## config.mk

```make
export PLATFORM = sky130hd
export DESIGN_NAME = edo_page_ctrl
export DESIGN_NICKNAME = d
export VERILOG_FILES = /design/src/rtl/edo_pkg.sv /design/src/rtl/edo_ctrl.sv /design/src/rtl/edo_datapath.sv /design/src/rtl/edo_page_ctrl.sv
export SDC_FILE = /design/constraint.sdc
export NUM_CORES = 1
export LEC_CHECK = 0
export ABC_AREA = 1
export BUFFER_PORTS_ARGS = -buffer_cell sky130_fd_sc_hd__buf_4
export CAP_MARGIN = 10
export CORE_ASPECT_RATIO = 1.75
export CORE_MARGIN = 2
export CORE_UTILIZATION = 55
export DETAILED_ROUTE_END_ITERATION = 8
export PLACE_DENSITY = 0.87
export SETUP_SLACK_MARGIN = 0.15
export SKIP_CTS_REPAIR_TIMING = 1
export SLEW_MARGIN = 20
export SYNTH_ARGS = -nofsm -noshare
export SYNTH_HDL_FRONTEND = slang
export SYNTH_SLANG_ARGS = --single-unit
```

## constraint.sdc

```tcl
create_clock -name clk -period 2.25 [get_ports clk]
set_clock_uncertainty 0.05 [all_clocks]
set_input_delay 0.45 -clock clk [delete_from_list [all_inputs] [get_ports clk]]
set_output_delay 0.45 -clock clk [all_outputs]
set_load 0.005 [all_outputs]
```

## src/rtl/edo_pkg.sv

```systemverilog
package edo_pkg;

  typedef enum logic [3:0] {
    ST_IDLE, ST_ROW, ST_COLSET, ST_CASLO, ST_CASHI,
    ST_OPEN, ST_PRE, ST_REFCAS, ST_REFRAS
  } edoState_t;

  // strobes from control to datapath, registered onto the pins by the datapath
  typedef struct packed {
    logic capture;
    logic colSel;
    logic rasOn;
    logic casOn;
    logic weOn;
    logic oeOn;
    logic dqDrive;
    logic sample;
    logic ack;
  } edoStrobe_t;

  function automatic int cdiv(input int ns, input int clkNs);
    return (ns + clkNs - 1) / clkNs;
  endfunction

  function automatic int imax(input int a, input int b);
    return (a > b) ? a : b;
  endfunction

endpackage

```

## src/rtl/edo_ctrl.sv

```systemverilog
module edo_ctrl
  import edo_pkg::*;
#(
  parameter int RCD_CYC    = 3,
  parameter int CAS_CYC    = 2,
  parameter int CPW_CYC    = 3,
  parameter int CPR_CYC    = 5,
  parameter int PRE_CYC    = 7,
  parameter int RASMIN_CYC = 12,
  parameter int CSR_CYC    = 2,
  parameter int HIT_LIM    = 90,
  parameter int CNT_W      = 5,
  parameter int RAS_W      = 16
) (
  input  logic       clk,
  input  logic       rstN,
  input  logic       reqValid,
  input  logic       reqWrite,
  input  logic       rowHit,
  input  logic       refReq,
  output logic       reqReady,
  output edoStrobe_t stb
);

  localparam logic [RAS_W-1:0] HIT_L = RAS_W'(HIT_LIM);
  localparam logic [RAS_W-1:0] MIN_L = RAS_W'(RASMIN_CYC);

  edoState_t state, nxt;
  logic [CNT_W-1:0] cnt, loadCnt;
  logic [RAS_W-1:0] rasCnt;
  logic opWrite;
  logic keepRow;

  always_comb begin
    stb      = '0;
    nxt      = state;
    reqReady = 1'b0;
    keepRow  = !refReq && (rasCnt < HIT_L);
    unique case (state)
      ST_IDLE: begin
        if (refReq) nxt = ST_REFCAS;
        else begin
          reqReady = 1'b1;
          if (reqValid) begin
            stb.capture = 1'b1;
            nxt = ST_ROW;
          end
        end
      end
      ST_ROW: begin
        stb.rasOn = 1'b1;
        if (cnt == '0) nxt = ST_COLSET;
      end
      ST_COLSET, ST_CASLO: begin
        stb.rasOn   = 1'b1;
        stb.colSel  = 1'b1;
        stb.weOn    = opWrite;
        stb.dqDrive = opWrite;
        stb.oeOn    = !opWrite;
        stb.casOn   = (state == ST_CASLO);
        if (state == ST_COLSET) nxt = ST_CASLO;
        else if (cnt == '0) nxt = ST_CASHI;
      end
      ST_CASHI: begin
        stb.rasOn  = 1'b1;
        stb.colSel = 1'b1;
        stb.oeOn   = !opWrite;
        if (cnt == '0) begin
          stb.sample = !opWrite;
          nxt = ST_OPEN;
        end
      end
      ST_OPEN: begin
        stb.rasOn = 1'b1;
        if (keepRow && reqValid && rowHit) begin
          reqReady    = 1'b1;
          stb.capture = 1'b1;
          nxt = ST_COLSET;
        end else if ((!keepRow || reqValid) && rasCnt >= MIN_L) begin
          nxt = ST_PRE;
        end
      end
      ST_PRE: begin
        if (cnt == '0) nxt = ST_IDLE;
      end
      ST_REFCAS: begin
        stb.casOn = 1'b1;
        if (cnt == '0) nxt = ST_REFRAS;
      end
      ST_REFRAS: begin
        stb.casOn = 1'b1;
        stb.rasOn = 1'b1;
        if (cnt == '0) begin
          stb.ack = 1'b1;
          nxt = ST_PRE;
        end
      end
      default: nxt = ST_IDLE;
    endcase
  end

  always_comb begin
    unique case (nxt)
      ST_ROW:    loadCnt = CNT_W'(RCD_CYC - 1);
      ST_CASLO:  loadCnt = CNT_W'(CAS_CYC - 1);
      ST_CASHI:  loadCnt = opWrite ? CNT_W'(CPW_CYC - 1) : CNT_W'(CPR_CYC - 1);
      ST_PRE:    loadCnt = CNT_W'(PRE_CYC - 1);
      ST_REFCAS: loadCnt = CNT_W'(CSR_CYC - 1);
      ST_REFRAS: loadCnt = CNT_W'(RASMIN_CYC - 1);
      default:   loadCnt = '0;
    endcase
  end

  always_ff @(posedge clk) begin
    if (!rstN) begin
      state   <= ST_IDLE;
      cnt     <= '0;
      rasCnt  <= '0;
      opWrite <= 1'b0;
    end else begin
      state <= nxt;
      if (nxt != state) cnt <= loadCnt;
      else if (cnt != '0) cnt <= cnt - 1'b1;
      rasCnt <= stb.rasOn ? rasCnt + 1'b1 : '0;
      if (stb.capture) opWrite <= reqWrite;
    end
  end

endmodule

```

## src/rtl/edo_datapath.sv

```systemverilog
module edo_datapath
  import edo_pkg::*;
#(
  parameter int ROW_W  = 11,
  parameter int COL_W  = 11,
  parameter int DQ_W   = 4,
  parameter int ADDR_W = ROW_W + COL_W,
  parameter int PIN_W  = (ROW_W > COL_W) ? ROW_W : COL_W
) (
  input  logic              clk,
  input  logic              rstN,
  input  edoStrobe_t        stb,
  input  logic [ADDR_W-1:0] reqAddr,
  input  logic [DQ_W-1:0]   reqWdata,
  input  logic [DQ_W-1:0]   dramDqIn,
  output logic              rowHit,
  output logic [PIN_W-1:0]  dramA,
  output logic              dramRasN,
  output logic              dramCasN,
  output logic              dramWeN,
  output logic              dramOeN,
  output logic [DQ_W-1:0]   dramDq,
  output logic              dramDqOe,
  output logic              rspValid,
  output logic [DQ_W-1:0]   rspData,
  output logic              refAck
);

  logic [ROW_W-1:0] rowReg;
  logic [COL_W-1:0] colReg;
  logic [DQ_W-1:0]  dataReg;

  assign rowHit = (reqAddr[ADDR_W-1:COL_W] == rowReg);

  always_ff @(posedge clk) begin
    if (!rstN) begin
      rowReg   <= '0;
      colReg   <= '0;
      dataReg  <= '0;
      dramA    <= '0;
      dramRasN <= 1'b1;
      dramCasN <= 1'b1;
      dramWeN  <= 1'b1;
      dramOeN  <= 1'b1;
      dramDq   <= '0;
      dramDqOe <= 1'b0;
      rspValid <= 1'b0;
      rspData  <= '0;
      refAck   <= 1'b0;
    end else begin
      if (stb.capture) begin
        rowReg  <= reqAddr[ADDR_W-1:COL_W];
        colReg  <= reqAddr[COL_W-1:0];
        dataReg <= reqWdata;
      end
      dramA    <= stb.colSel ? PIN_W'(colReg) : PIN_W'(rowReg);
      dramRasN <= !stb.rasOn;
      dramCasN <= !stb.casOn;
      dramWeN  <= !stb.weOn;
      dramOeN  <= !stb.oeOn;
      dramDq   <= dataReg;
      dramDqOe <= stb.dqDrive;
      rspValid <= stb.sample;
      if (stb.sample) rspData <= dramDqIn;
      refAck   <= stb.ack;
    end
  end

endmodule

```

## src/rtl/edo_page_ctrl.sv

```systemverilog
module edo_page_ctrl
  import edo_pkg::*;
#(
  parameter int CLK_NS      = 4,
  parameter int T_RCD_NS    = 10,
  parameter int T_CAS_NS    = 7,
  parameter int T_CP_NS     = 7,
  parameter int T_PC_NS     = 18,
  parameter int T_RP_NS     = 27,
  parameter int T_RAS_NS    = 45,
  parameter int T_RC_NS     = 76,
  parameter int T_CSR_NS    = 5,
  parameter int T_ACC_NS    = 21,
  parameter int T_RASMAX_NS = 200000,
  parameter int ROW_W       = 11,
  parameter int COL_W       = 11,
  parameter int DQ_W        = 4,
  parameter int ADDR_W      = ROW_W + COL_W,
  parameter int PIN_W       = (ROW_W > COL_W) ? ROW_W : COL_W
) (
  input  logic              clk,
  input  logic              rstN,
  input  logic              reqValid,
  output logic              reqReady,
  input  logic              reqWrite,
  input  logic [ADDR_W-1:0] reqAddr,
  input  logic [DQ_W-1:0]   reqWdata,
  output logic              rspValid,
  output logic [DQ_W-1:0]   rspData,
  input  logic              refReq,
  output logic              refAck,
  output logic [PIN_W-1:0]  dramA,
  output logic              dramRasN,
  output logic              dramCasN,
  output logic              dramWeN,
  output logic              dramOeN,
  output logic [DQ_W-1:0]   dramDq,
  output logic              dramDqOe,
  input  logic [DQ_W-1:0]   dramDqIn
);

  localparam int RCD_CYC    = cdiv(T_RCD_NS, CLK_NS);
  localparam int CAS_CYC    = cdiv(T_CAS_NS, CLK_NS);
  localparam int CPW_CYC    = imax(cdiv(T_CP_NS, CLK_NS), cdiv(T_PC_NS, CLK_NS) - CAS_CYC);
  localparam int CPR_CYC    = imax(CPW_CYC, cdiv(T_ACC_NS, CLK_NS) - CAS_CYC + 1);
  localparam int RASMIN_CYC = cdiv(T_RAS_NS, CLK_NS);
  localparam int PRE_CYC    = imax(cdiv(T_RP_NS, CLK_NS), cdiv(T_RC_NS, CLK_NS) - RASMIN_CYC);
  localparam int CSR_CYC    = imax(cdiv(T_CSR_NS, CLK_NS), 1);
  localparam int RASMAX_CYC = T_RASMAX_NS / CLK_NS;
  localparam int HIT_LIM    = RASMAX_CYC - (CAS_CYC + CPR_CYC + 3);
  localparam int CNT_W      = $clog2(imax(imax(PRE_CYC, RASMIN_CYC), imax(CPR_CYC, RCD_CYC)) + 1) + 1;
  localparam int RAS_W      = $clog2(RASMAX_CYC + 1) + 1;

  edoStrobe_t stb;
  logic rowHit;

  edo_ctrl #(
    .RCD_CYC(RCD_CYC), .CAS_CYC(CAS_CYC), .CPW_CYC(CPW_CYC), .CPR_CYC(CPR_CYC),
    .PRE_CYC(PRE_CYC), .RASMIN_CYC(RASMIN_CYC), .CSR_CYC(CSR_CYC),
    .HIT_LIM(HIT_LIM), .CNT_W(CNT_W), .RAS_W(RAS_W)
  ) u_ctrl (
    .clk(clk), .rstN(rstN), .reqValid(reqValid), .reqWrite(reqWrite),
    .rowHit(rowHit), .refReq(refReq), .reqReady(reqReady), .stb(stb)
  );

  edo_datapath #(
    .ROW_W(ROW_W), .COL_W(COL_W), .DQ_W(DQ_W), .ADDR_W(ADDR_W), .PIN_W(PIN_W)
  ) u_dp (
    .clk(clk), .rstN(rstN), .stb(stb), .reqAddr(reqAddr), .reqWdata(reqWdata),
    .dramDqIn(dramDqIn), .rowHit(rowHit), .dramA(dramA), .dramRasN(dramRasN),
    .dramCasN(dramCasN), .dramWeN(dramWeN), .dramOeN(dramOeN), .dramDq(dramDq),
    .dramDqOe(dramDqOe), .rspValid(rspValid), .rspData(rspData), .refAck(refAck)
  );

endmodule

```

Yosys cells after proc, flatten, opt, wreduce, memory -nomap -nowiden:

Cells that the tools add are included.
Widths: inputs -> output; s select.

* bits of input ports: 35
* logic and storage cells: 91
* register bits after elaboration: 79

* muxes and demuxes: 31
* reductions and logical operators: 23
* order comparisons: 2
* equal/unequal tests: 16
* add/subtract/negate cells: 2

Operators with widths (count)
* $mux 4: 11
* $pmux 4 s8: 1
* $eq 4x3->1 const B: 7
* $pmux 5 s5: 1
* $add 17x1->17 const B: 1
* $ge 17x4->1 const B: 1
* $lt 17x16->1 const B: 1
* $eq 4x2->1 const B: 3
* $eq 11x11->1: 1
* $mux 1: 11
* $mux 11: 1
* $mux 5: 2
* $eq 4x1->1 const B: 2
* $eq 4x4->1 const B: 2
* $logic_not 1->1: 7
* $pmux 1 s2: 3
* $reduce_or 2->1: 3
* $reduce_or 6->1: 1
* $logic_not 5->1: 1
* $reduce_bool 5->1: 1
* $sub 5x1->5 const B: 1
* $logic_and 1x1->1: 4
* $logic_not 4->1: 1
* $ne 4x4->1: 1
* other kinds (5): 6

Depth between registers and ports, before layout:

* depth in word-level cells: 12
* depth in mapped cells: 19

Modules after synthesis:

Synthesis repeated with hierarchy kept, for this count alone.

* cell total of the unflattened synthesis: 502
* area, all modules: 3568.4 um^2

By module, submodules not included
* edo_datapath: cells an instance 238, times used 1, area each 1849.3 um^2
* edo_ctrl: cells an instance 264, times used 1, area each 1719.1 um^2

Worst setup path before layout:

No wires, ideal clock.

* path kind: reg-to-reg
* from: register u_ctrl.cnt[0]
* to: register u_ctrl.cnt[2]
* cell stages (with the launch flop): 15
* period minus slack after synthesis: 1.950 ns
* data arrival time: 1.786 ns
* library setup time: 0.115 ns
* slack: 0.300 ns
* buffers on the path: 0
* path through: dfxtp_1 inv_1 ha_1 nand3_1 nor2_2 o21ai_0 o31ai_1 nand3_1 inv_1 nand2_1 xor2_1 nor2_4 inv_2 o21ai_1 nor2_1

* cells in the longest elaborated chain, start to end: 8
* elaborated cells on any way between the ends: 23
* classes of those cells: add/sub (1); eq/ne (7); mux (11); reduce/logical (4)

Ends and longest elaborated chain
* start: declaration: line edo_ctrl.sv:29 `logic [CNT_W-1:0] cnt, loadCnt;`
* start signal: assignment: line edo_ctrl.sv:122 `if (nxt != state) cnt <= loadCnt;`
* start signal: assignment: line edo_ctrl.sv:123 `else if (cnt != '0) cnt <= cnt - 1'b1;`
* $logic_not 5->1
* $mux 4: line edo_ctrl.sv:62 `else if (cnt == '0) nxt = ST_CASHI;`
* $mux 4: line edo_ctrl.sv:61 `if (state == ST_COLSET) nxt = ST_CASLO;`
* $pmux 4 s8: line edo_ctrl.sv:39 `unique case (state)`
* $eq 4x2->1 / $eq 4x3->1 (equally long branches): line edo_ctrl.sv:103 `unique case (nxt)`
* $reduce_or 2->1 (no line)
* $pmux 5 s5: line edo_ctrl.sv:103
* $mux 5: line edo_ctrl.sv:122

Parallel ways exist; a longest one is shown, timed or not. The select of a mux whose other input is x is not followed.
A chain may end at the register's enable or synchronous reset.

Final worst setup path:

* from: register u_dp.rowReg[4]
* to: output port reqReady

* cells in the longest elaborated chain, start to end: 4

Ends and longest elaborated chain
* start: declaration: line edo_datapath.sv:29 `logic [ROW_W-1:0] rowReg;`
* start signal: assignment: line edo_datapath.sv:52 `rowReg <= reqAddr[ADDR_W-1:COL_W];`
* $eq 11x11->1: line edo_datapath.sv:33 `assign rowHit = (reqAddr[ADDR_W-1:COL_W] == rowReg);`
* $logic_and 1x1->1: line edo_ctrl.sv:75 `if (keepRow && reqValid && rowHit) begin`
* $mux 1: line edo_ctrl.sv:75
* $pmux 1 s2: line edo_ctrl.sv:39
* end: declaration: line edo_page_ctrl.sv:24 `output logic reqReady,`

Every way passes these cells.

==> run_results.csv <==
group,metric,value,unit
synth,muxShareOfSynthArea,0,%
clock_network,cts_sinks,79,
hold_path,min_path_type,"input pin to flop",
clock_network,cts_root_buffer,"clkbuf_8",
global_route,grt_pass1_wl,13630,um
die,die_area,7141,um^2
critical_path,crit_path_end_kind,"output pin",
route,dr_wl_met2,5098,um
critical_path,crit_family,"simple AND/OR/NAND/NOR gates",
status,violations,"negative setup slack",
global_route,grt_overflow,0,
finish,multi_input_area,1884,um^2
critical_path,crit_required,1.75,ns
synth,synth.distinct_cells,37,
finish,nets,630,
synth,syn-num-nets,544,
clock_network,cts_buffer_depth,2,
power,leakagePower,2.184,nW
finish,drive_gt1_share,32.27,%
sta,rsz0062_at_grt,"true",
global_route,grt_max_degree,54,
power,ir_drop,0.6431,mV
sta,whs,0.2712,ns
synth,synthXorXnorAreaFrac,1.973,%
synth,yosys.area_share.adder,0.7047,%
synth,avgSynthCellArea,7.004,um^2
global_route,grtUsageTotal,25.01,%
route,viasPerCell,5.209,
finish,nFillCells,483,
die,die_w,64.74,um
critical_path,max_stage_delay,0.33,ns
route,drtIter0Drc,159,
critical_path,cp.buffers_inverters,3,
placement,hpwl,6297,um
sta,min_period,2.295,ns
sta,finalWorstSetupSlack,-0.04517,ns
die,die_h,110.3,um
placement,routabilityCongestion,0.8918,
critical_path,path_max_fanout,3,
finish,post-route-util,75.75,%
route,top_layer,"met4",
synth,synth_warnings,0,
placement,io_buffers,61,
die,start_util,57.01,%
synth,netlist_instances,507,
route,detail-route-antenna-nets,0,
critical_path,critPathLaunchType,"flop",
critical_path,crit_slowest_cell,"dfxtp_2",
critical_path,path_class,"flop to output pin",
route,met1_length,3617,um
route,wl_per_cell,13.73,um
sta,maxSlewViolCount,0,
die,io_pins,62,
finish,area.sequential,1625,um^2
clock_network,cts_buffers,9,
critical_path,arrival,1.80,ns
route,vias,3532,
power,pwr_density_cell,1059,nW/um^2
global_route,grt_antenna_before_repair,0,
synth,synthSimpleGateAreaFrac,29.84,%
die,rows,38,
route,wl,9312,um
clock_network,worstSkewPairLatency,0.36,ns
sta,max_freq,435.7,MHz
synth,netlist_area,3551,um^2
critical_path,crit_top_cell,"nand2_1",
route,dr.pass1.iters,4,
synth,synth_top_family_by_area,"simple AND/OR/NAND/NOR gates",
synth,seq_area_frac_synth,44.54,%
sta,setup_viol,1,
clock_network,cts.clk_slew.worst_paths,0.07,ns
sta,finalCritPeriodShare,102.0,%
route,remaining_drc_errors,0,
status,status,"finished with violations",
sta,finalHoldViolCount,0,
sta,maxSlewHeadroom,69.03,%
synth,synth_compound_area_share,14.13,%
clock_network,htree_levels,3,
global_route,grt_pass1_vias,3208,
critical_path,crit_chain,"inv_1 -> nand2_1 -> nand2_2 -> nor4_4 -> nand2_1 -> nor2_1 -> nand4_1 -> o21ai_2 -> buf_4 -> buf_6",
clock_network,tritoncts,"yes",
finish,insertedDiodeCount,0,
finish,area_growth,32.88,%
die,coreArea,6228,um^2
flow_run,maxCapViolations,0,
synth,ys_ff_latch,79,
sta,worstMarginPinSlew,0.4645,ns
route,dr_wl_met3,277,um
## flip-flops by register name (all words and copies together) (netlist names)
signal,count
u_ctrl.rasCnt,17
u_dp.colReg,11
u_dp.dramA,11
u_dp.rowReg,11
u_ctrl.cnt,5
u_ctrl.state,4
u_dp.dataReg,4
u_dp.dramDq,4
u_dp.rspData,4
u_ctrl.opWrite,1
u_dp.dramCasN,1
u_dp.dramDqOe,1
u_dp.dramOeN,1
u_dp.dramRasN,1
u_dp.dramWeN,1
u_dp.refAck,1
u_dp.rspValid,1
## cells in the mapped netlist (all sizes together)
cell     number  area [um^2]
a311oi        1        8.760
nand4         7        43.79
and2          3        21.27
nor3b         1        7.510
nand2        83        326.6
o21ai        57        285.3
buf           2        12.51
o221ai        1        8.760
o211ai        1        7.510
dfxtp        79         1582
nand3b        2        15.01
ha            2        25.02
clkbuf       11        41.29
o2111ai       1        8.760
o22ai         1        6.260
inv          69        259.0
nor3          8        50.05
o31ai         1        7.510
or2           3        18.77
xnor2         2        17.52
a21oi        30        153.9
nand3        25        135.1
nor2        107        416.7
xor2          6        52.55
nor4          3        25.02
a2111oi       1        15.01
## metal layers
| layer | GRT usage (%) | vias up |
|---|---|---|
| met4 | 17.02 | 0 |
| met5 | 0 | - |
| met1 | 26.06 | 1640 |
| met3 | 3.858 | 24 |
| met2 | 45.36 | 76 |
| li1 | - | 1792 |
## through the flow
step / total power, mW / instances / TNS (ns) / setup WS, ns / cell area (um^2)
2_1_floorplan: 3.012 / 507 / 0 / 0.2996 / 3551
3_3_place_gp: 3.664 / 650 / 0 / 0.08762 / 4168
3_5_place_dp: 3.709 / 650 / 0 / 0.02995 / 4168
4_1_cts: 4.661 / 666 / -0.1463 / -0.1463 / 4344
5_1_grt: 5.325 / 678 / -0.1814 / -0.1403 / 4718
6_report: 4.994 / 678 / -0.04517 / -0.04517 / 4718
## cells by family after synthesis
group                      Yosys count
and+or+nand+nor                    242
buffers and inverters               82
DFF                                 79
adders and majority gates            2
AOI/OAI and AO/OA                   94
xor gates and xnor gates             8
## tightest hold or removal path: stages
cell	delay, ns
buf_4	0.08
nor2_1	0.03
nor2_1	0.09
## power by group
group / leakage, nW / internal, mW / total, mW / switching [mW]
combinational: 1.44 / 0.900 / 2.14 / 1.24
sequential: 0.656 / 1.71 / 1.88 / 0.176
clock: 0.0894 / 0.458 / 0.968 / 0.510
total: 2.18 / 3.07 / 4.99 / 1.93
## area by class of cell
type,count,share of cell area [%]
clock buffers,13,3.368
clock inverters,3,0.3713
inverters,69,5.595
multi-input cells,346,39.94
flip-flops and latches,79,34.45
well taps,80,2.121
repair buffers,88,14.16
## cell usage in the layout, fill, tap and decap left out, types with 11 or more instances in the layout
| master | count |
|---|---|
| a21oi_1 | 27 |
| nand3_1 | 20 |
| inv_1 | 54 |
| inv_2 | 14 |
| nand2_1 | 68 |
| buf_4 | 86 |
| dfxtp_2 | 14 |
| nand2_2 | 11 |
| clkbuf_8 | 11 |
| o21ai_0 | 50 |
| nor2_1 | 93 |
| dfxtp_1 | 58 |
## final timing paths
kind	from	to	slack (ns)	cells after the start
max	u_dp.rowReg[4]	reqReady	-0.05	10
min reg2reg	u_dp.dataReg[1]	u_dp.dramDq[1]	0.38	2
max reg2reg	u_ctrl.cnt[1]	u_ctrl.cnt[2]	0.13	14
min	dramDqIn[0]	u_dp.rspData[0]	0.27	3
Power figures use the tool's default switching activity.
